`src/rtl/funsh_pkg.sv`:
```
package funsh_pkg;
  typedef enum logic [2:0] {
    OP_LSL = 3'b000,
    OP_LSR = 3'b001,
    OP_ASL = 3'b010,
    OP_ASR = 3'b011,
    OP_ROL = 3'b100,
    OP_ROR = 3'b101,
    OP_NP6 = 3'b110,
    OP_NP7 = 3'b111
  } shop_e;
endpackage

```
`src/rtl/funsh_src.sv`:
```
// Builds the 2N-1 bit source word and the window offset for the selected op.
module funsh_src
  import funsh_pkg::*;
#(
  parameter int N    = 8,
  parameter int KW   = $clog2(N),
  parameter int SW   = 2*N-1
) (
  input  logic [N-1:0]  din,
  input  logic [KW-1:0] shamt,
  input  logic [2:0]    op,
  output logic [SW-1:0] src,
  output logic [KW-1:0] off
);
  localparam int FW = N-1;

  logic [FW-1:0] sign_fill;
  logic [FW-1:0] zero_fill;
  logic [FW-1:0] wrap_lo;
  logic [FW-1:0] wrap_hi;

  assign sign_fill = {FW{din[N-1]}};
  assign zero_fill = '0;
  assign wrap_lo   = din[N-1:1];
  assign wrap_hi   = din[N-2:0];

  always_comb begin
    src = {zero_fill, din};
    off = '0;
    unique case (shop_e'(op))
      OP_LSL, OP_ASL: begin
        src = {din, zero_fill};
        off = ~shamt;
      end
      OP_ROL: begin
        src = {din, wrap_lo};
        off = ~shamt;
      end
      OP_LSR: begin
        src = {zero_fill, din};
        off = shamt;
      end
      OP_ASR: begin
        src = {sign_fill, din};
        off = shamt;
      end
      OP_ROR: begin
        src = {wrap_hi, din};
        off = shamt;
      end
      default: begin
        src = {zero_fill, din};
        off = '0;
      end
    endcase
  end
endmodule

```
`src/rtl/funsh_window.sv`:
```
// Log-depth 2:1 mux chain picking an N-bit window at a given offset.
module funsh_window #(
  parameter int N  = 8,
  parameter int KW = $clog2(N),
  parameter int SW = 2*N-1
) (
  input  logic [SW-1:0] src,
  input  logic [KW-1:0] off,
  output logic [N-1:0]  win
);
  logic [SW-1:0] stage [0:KW];

  assign stage[0] = src;

  for (genvar s = 0; s < KW; s++) begin : g_stage
    localparam int STEP = 1 << s;
    assign stage[s+1] = off[s] ? (stage[s] >> STEP) : stage[s];
  end

  assign win = stage[KW][N-1:0];
endmodule

```
`src/rtl/funsh_unit.sv`:
```
// Top: funnel shifter with registered output.
module funsh_unit #(
  parameter int N  = 8,
  parameter int KW = $clog2(N)
) (
  input  logic          clk,
  input  logic          rst,
  input  logic [N-1:0]  din,
  input  logic [KW-1:0] shamt,
  input  logic [2:0]    op,
  output logic [N-1:0]  dout
);
  localparam int SW = 2*N-1;

  logic [SW-1:0] src_w;
  logic [KW-1:0] off_w;
  logic [N-1:0]  win_w;

  funsh_src #(.N(N), .KW(KW), .SW(SW)) src_i (
    .din   (din),
    .shamt (shamt),
    .op    (op),
    .src   (src_w),
    .off   (off_w)
  );

  funsh_window #(.N(N), .KW(KW), .SW(SW)) win_i (
    .src (src_w),
    .off (off_w),
    .win (win_w)
  );

  always_ff @(posedge clk) begin
    if (rst) dout <= '0;
    else     dout <= win_w;
  end
endmodule

```
`config.mk`:
```
export PLATFORM = sky130hd
export DESIGN_NAME = funsh_unit
export DESIGN_NICKNAME = d
export VERILOG_FILES = /design/src/rtl/funsh_pkg.sv /design/src/rtl/funsh_src.sv /design/src/rtl/funsh_window.sv /design/src/rtl/funsh_unit.sv
export SDC_FILE = /design/constraint.sdc
export NUM_CORES = 1
export LEC_CHECK = 0
export ABC_AREA = 1
export BUFFER_PORTS_ARGS = -buffer_cell sky130_fd_sc_hd__buf_2
export CAP_MARGIN = 20
export CELL_PAD_IN_SITES_DETAIL_PLACEMENT = 1
export CELL_PAD_IN_SITES_GLOBAL_PLACEMENT = 2
export CORE_MARGIN = 2
export CORE_UTILIZATION = 29
export CTS_BUF_LIST = sky130_fd_sc_hd__clkbuf_16
export DETAILED_ROUTE_END_ITERATION = 7
export GPL_ROUTABILITY_DRIVEN = 0
export PLACE_DENSITY = 0.86
export SLEW_MARGIN = 20
export SYNTH_ARGS = -nofsm -noshare
export SYNTH_HDL_FRONTEND = slang
export SYNTH_SLANG_ARGS = --single-unit
```
`constraint.sdc`:
```
create_clock -name clk -period 3.3 [get_ports clk]
set_input_delay 0.66 -clock clk [delete_from_list [all_inputs] [get_ports clk]]
set_output_delay 0.66 -clock clk [all_outputs]
set_load 0.05 [all_outputs]
```
# Word level (Yosys, flattened, before mapping)
# Cells that the tools add are included.
word_totals:
  reg_bits: 8
  out_inout_bits: 8
  ramBits: 0
  n_memories: 0
  mem_bits_ro: 0
  inputBits: 16
  latchBits: 0
classes:
  bitwise: 1
  add_sub_neg: 0
  eq_ne: 5
  n_reduce_logical: 4
  mul: 0
  order_cmp: 0
  muxes: 5
  shift: 0
  div: 0
op_table:
  columns: ["op", "n"]
  rows:
  - ["$pmux 15 s4", 1]
  - ["$mux 14", 1]
  - ["$mux 12", 1]
  - ["$mux 8", 1]
  - ["$eq 3x2->1 const B", 2]
  - ["$eq 3x3->1 const B", 2]
  - ["$pmux 3 s2", 1]
  - ["$reduce_or 3->1", 2]
  - ["$eq 3x1->1 const B", 1]
  - ["$logic_not 3->1", 1]
  - ["$not 3->3", 1]
  - ["$reduce_or 2->1", 1]

# Longest topological paths before layout
# Gate-level depths: netlist of the first run.
depth:
  word_depth: 6
  depth_mapped: 13
  mapped_depth_nobuf: 10

# Cells and area by module
# From an unflattened synthesis of the first run, not the netlist that was laid out.
unflattened:
  cells_unflattened: 180
  area_unflattened_um2: 1062.3
modules_own_cells:
  columns: ["mod", "instances", "area_per_inst_um2", "cells_each", "seq_area_each_um2"]
  rows:
  - ["funsh_src", 1, 417.9, 62, 0.0]
  - ["funsh_window", 1, 412.9, 93, 0.0]
  - ["funsh_unit", 1, 231.5, 25, 160.2]

# Least setup slack after synthesis of the first run
# Ideal clock, no wire load.
synth_path:
  path_kind: "input-to-reg"
  from: "input port op[2]"
  to: "register dout[0]"
  required_ns: 3.185
  t_arrival_ns: 1.636
  stages: 9
  setup_slack_ns: 1.549
  cell_sequence: "buf_4 -> nand2_4 -> buf_6 -> nand2_4 -> o21ai_2 -> inv_1 -> buf_2 -> a21oi_1 -> nor2_1"
synth_via:
  elab_chain_cells: 6
  elab_cells_between_ends: 14
synth_lines:
  columns: ["element", "line_no", "rtl"]
  rows:
  - ["start, declared", "funsh_unit.sv:10", "input logic [2:0] op,"]
  - ["$eq 3x2->1 (tied with other cells)", "funsh_src.sv:30", "unique case (shop_e'(op))"]
  - ["$reduce_or 2->1 / $reduce_or 3->1 (equally long branches)", null, null]
  - ["$pmux 15 s4 / $pmux 3 s2 (equally long branches)", "funsh_src.sv:30", null]
  - ["$mux 14", "funsh_window.sv:17", "assign stage[s+1] = off[s] ? (stage[s] >> STEP) : stage[s];"]
  - ["$mux 12", "funsh_window.sv:17", null]
  - ["$mux 8 *", "funsh_window.sv:17", null]
  - ["end signal, assigned", "funsh_unit.sv:35", "else dout <= win_w;"]
  - ["end, declared", "funsh_unit.sv:11", "output logic [N-1:0] dout"]
# Every way passes the cells marked *; elsewhere a longest branch is shown, timed or not.
# A chain may end at the register's enable or synchronous reset.

# Worst setup path in the final report of the first run
layout_path:
  from: "input port op[2]"
  to: "register dout[5]"
# The elaborated chain is that of the path after synthesis.

==> results of run 1 <==
## metrics by stage
stage	hold WS (ns)	area [um^2]	util (%)	setup slack [ns]
floorplan	0.729	1000	-	1.55
CTS	0.665	1180	35.2	1.28
global placement	0.895	1100	33.0	1.12
finish	0.672	1180	35.2	1.26
detailed placement	0.900	1100	33.0	1.04
global route	0.674	1180	35.2	1.09
## where the power goes
part	switching (uW)	total [uW]	leakage [uW]	internal [uW]
registers	2.29	111	0.0000664	108
logic	146	202	0.000511	56.7
clock network	43.3	199	0.0000370	156
total	191	512	0.000614	321
## logic make-up after synthesis
| kind of cell | count (synthesis) | synth area share [%] |
|---|---|---|
| DFF | 8 | 16.0 |
| AOI/OAI and AO/OA | 15 | 9.00 |
| buffers and inverters | 18 | 11.2 |
| and+or+nand+nor | 130 | 63.7 |
## layout make-up
class / instances / area, um^2 / area share (%)
multi-input cells: 145 / 728 / 61.9
flip-flops and latches: 8 / 160 / 13.6
repair buffers: 23 / 115 / 9.79
clock buffers: 3 / 75.1 / 6.38
well taps: 46 / 57.6 / 4.89
inverters: 10 / 40.0 / 3.40
## worst max path at each step
stage                     start                 end  slack, ns  cells after the start
after floorplan           op[2]  dout[0]$_SDFF_PP0_       1.55                      9
after global placement    op[2]  dout[5]$_SDFF_PP0_       1.12                      9
after detailed placement  op[2]  dout[5]$_SDFF_PP0_       1.04                      9
after CTS                 op[2]  dout[5]$_SDFF_PP0_       1.28                      9
after global routing      op[2]  dout[7]$_SDFF_PP0_       1.09                     11
final                     op[2]  dout[5]$_SDFF_PP0_       1.26                      9
## routing by layer
metal | up-vias | wire length (um) | GRT usage (%)
met1 | 579 | 1390 | 20.4
met2 | 11 | 1610 | 31.2
met3 | 0 | 42 | 2.70
met5 | - | 0 | 0
met4 | 0 | 0 | 1.67
li1 | 617 | - | -
## Yosys cell counts, drive strengths merged
cell     n
a21oi    8
nand3   47
clkbuf   1
buf      7
dfxtp    8
nand2   64
nor2     9
nand4   10
o21ai    7
inv     10
==> reports/qor.yml, run 1 <==
status: "completed"
synthToLayoutAreaGrowth_pct: 17.5
fp-row-count: 21
ir_worst_vdd_mv: 0.138
drtAntennaViolNets: 0
power_density_nw_per_um2: 435
hold_violations: 0
layout.nets: 207
die_w_um: 62.8
min_from: "rst"
crit_chain: "buf_2 > nand2_4 > nand2_4 > inv_2 > o21ai_4 > inv_4 > nand3_1 > nand3_1 > a21oi_1"
critPathMaxFanout: 16
max_freq_ghz: 0.490
netlist_instances: 171
portBuffers: 23
cts_setup_buffers: 0
relSlewSlack_pct: 72.1
period_share_pct: 61.8
cts.clk_slew.worst_paths_ns: 0.04
hold_path_end: "dout[5]$_SDFF_PP0_"
drive_gt1_share_pct: 23.3
drcViolationCount: 0
synthTopCellsByArea: "nand3_1 (23%), nand2_1 (21%), dfxtp_1 (16%), nand2_4 (5.6%), nand4_1 (5.6%)"
antenna_found_initial: 0
synth_top_area_cell: "nand3_1"
drt-pass1-iter-count: 4
largest-register: "dout"
period_minus_slack_ns: 2.04
dieArea_um2: 3940
numCtsBuffers: 3
cp_slowest_stage_delay_ns: 0.35
grt_pass1_wl_um: 5370
ys_types: 23
fp.dieH_um: 62.8
path_delay_family: "simple AND/OR/NAND/NOR gates"
start_util_pct: 30.0
yosysTopAreaCellShare_pct: 22.5
ys.warnings.count: 0
ys_ff_latch: 8
drt_iter0_markers: 36
finalSetupTns_ns: 0
synth_nets: 187
clock-sinks: 8
layout_common_cells: "nand2_1 (55), nand3_1 (45), buf_2 (23)"
routedWlPerCell_um: 12.9
grt_pass1_vias: 1211
drv_cap: 0
finalNonFillerCells: 235
viasPerCell: 5.14
insertedDiodeCount: 0
setup_viol: 0
critPathArrivalTime_ns: 2.20
holdPathStages: 2
largest_reg_flops: 8
cts_buffer_depth: 2
maxSlewViolCount: 0
end_kind: "flop"
hp-class: "input pin to flop"
worstMarginPinSlew_ns: 0.417
coreArea_um2: 3340
finalPower_uw: 512
dp_hpwl_um: 2470
syn_area_per_cell_um2: 5.85
vias: 1207
seq_area_frac_synth_pct: 16.0
grt_use_total_pct: 16.6
cp.required_ns: 3.46
routed_wl_um: 3030
cp_slowest_cell: "o21ai_4"
mappedNetlistArea_um2: 1000
final_common_cell: "nand2_1"
start_kind: "input pin"
leakagePower_uw: 0.000614
fillers: 478
globalRoute.totalOverflow: 0
cts.hold.buffers_added: 0
cp_num_buf_inv: 3
rsz0062_at_grt: "false"
cts_tree: "built"
htreeDepth: 1
io_pins: 24
largestRegisters: "dout (8)"
grt_max_degree: 17
cts-root-buf: "clkbuf_16"
cts_resized: 0
placed_cells: 232
worstSetupPathType: "input pin to flop"
Note: power is estimated with default switching activity, not from simulation.
==> run 2, diff against run 1 <==
CORE_UTILIZATION = 24   (was 29)
PLACE_DENSITY = 0.76   (was 0.86)
clock period = 1.8 ns   (was 3.3 ns; I/O delays follow)
==> run 2 against run 1 <==
Setup slack got worse by 1.1 ns. Design area is 2.3% higher. Final cell count up 3.0%. Critical path depth is the same. Non-clock buffer count grew 3. Total power rose by 88%. Global-route usage barely moved. Flip-flop and latch count unchanged. Count of clock-buffer cells in the layout stayed put. Sequential power up 83%. Clock power rose by 87%. Die area up 19%.
==> reports/qor.yml, run 2 (synthesis results as in run 1) <==
status: "completed"
drt_iter0_markers: 29
cts_buffer_depth: 2
drtAntennaViolNets: 0
layout_common_cells: "nand2_1 (55), nand3_1 (45), buf_2 (23)"
viasPerCell: 5.14
rsz0062_at_grt: "false"
period_share_pct: 88.5
antenna_found_initial: 0
hp-class: "input pin to flop"
clock-sinks: 8
leakagePower_uw: 0.000629
dp_hpwl_um: 2720
ir_worst_vdd_mv: 0.267
start_util_pct: 25.0
drive_gt1_share_pct: 24.5
layout.nets: 210
largest_reg_flops: 8
htreeDepth: 1
finalSetupTns_ns: 0
cts_resized: 0
end_kind: "flop"
largestRegisters: "dout (8)"
drv_cap: 0
fin_util_pct: 30.1
critPathArrivalTime_ns: 1.76
maxSlewViolCount: 0
insertedDiodeCount: 0
cts_setup_buffers: 0
setup_viol: 0
cts_tree: "built"
fillers: 557
drt-pass1-iter-count: 4
vias: 1243
largest-register: "dout"
cts.clk_slew.worst_paths_ns: 0.04
grt_use_total_pct: 16.6
cp.required_ns: 1.96
die_w_um: 68.6
multiInputGateArea_um2: 728
routed_wl_um: 3470
relSlewSlack_pct: 71.1
drcViolationCount: 0
globalRoute.totalOverflow: 0
max_freq_ghz: 0.628
grt_pass1_vias: 1295
placed_cells: 239
fp-row-count: 23
coreArea_um2: 4000
io_pins: 24
cts.hold.buffers_added: 0
finalPower_uw: 962
synthToLayoutAreaGrowth_pct: 20.2
worstSetupPathType: "input pin to flop"
fp.dieH_um: 68.6
worstMarginPinSlew_ns: 0.432
seq_area_um2: 160
start_kind: "input pin"
grt_max_degree: 16
period_minus_slack_ns: 1.59
hold_violations: 0
numCtsBuffers: 3
place_ws_ns: 0.00808
portBuffers: 23
dieArea_um2: 4700
critPathMaxFanout: 15
worst_slack_ns: 0.207
grt_pass1_wl_um: 5860
final_common_cell: "nand2_1"
routedWlPerCell_um: 14.3
power_density_nw_per_um2: 799
cts-root-buf: "clkbuf_16"
finalNonFillerCells: 242
-- run 2: cell types whose count changed in the layout (fill, tap and decap cells not counted) --
cell   before  now
buf_4       0    3
-- run 2: layout make-up --
| type | instances | area share (%) |
|---|---|---|
| well taps | 50 | 5.20 |
| repair buffers | 26 | 11.4 |
| multi-input cells | 145 | 60.5 |
| clock buffers | 3 | 6.24 |
| inverters | 10 | 3.33 |
| flip-flops and latches | 8 | 13.3 |
-- run 2: final timing paths --
| path | startpoint | endpoint | slack [ns] | cells after the start |
|---|---|---|---|---|
| worst min-delay path | rst | dout[5]$_SDFF_PP0_ | 0.36 | 2 |
| worst max-delay path | op[1] | dout[6]$_SDFF_PP0_ | 0.21 | 9 |
-- run 2: where the power goes --
part	switching [uW]	leakage, uW	internal [uW]
Sequential	4.00	0.0000664	199
Clock	87.0	0.0000370	286
Combinational	276	0.000525	109
Total	367	0.000629	594
-- run 2: stage by stage --
| step | area (um^2) | hold slack [ns] |
|---|---|---|
| 2_1_floorplan | 1000 | 0.429 |
| 3_3_place_gp | 1130 | 0.588 |
| 3_5_place_dp | 1130 | 0.597 |
| 4_1_cts | 1200 | 0.359 |
| 5_1_grt | 1200 | 0.369 |
| 6_report | 1200 | 0.360 |
-- run 2: critical path: stages --
cell     delay, ns
buf_2         0.14
nand2_4       0.13
nand2_4       0.14
inv_2         0.07
o21ai_4       0.36
inv_4         0.12
nand3_1       0.14
nand3_1       0.11
a21oi_1       0.18
-- run 2: layer usage --
metal / wire (um) / vias up / GRT usage, %
li1: - / 626 / -
met1: 1510 / 596 / 19.3
met2: 1850 / 15 / 29.9
met3: 72 / 6 / 4.38
met4: 42 / 0 / 4.25
met5: 0 / - / 0
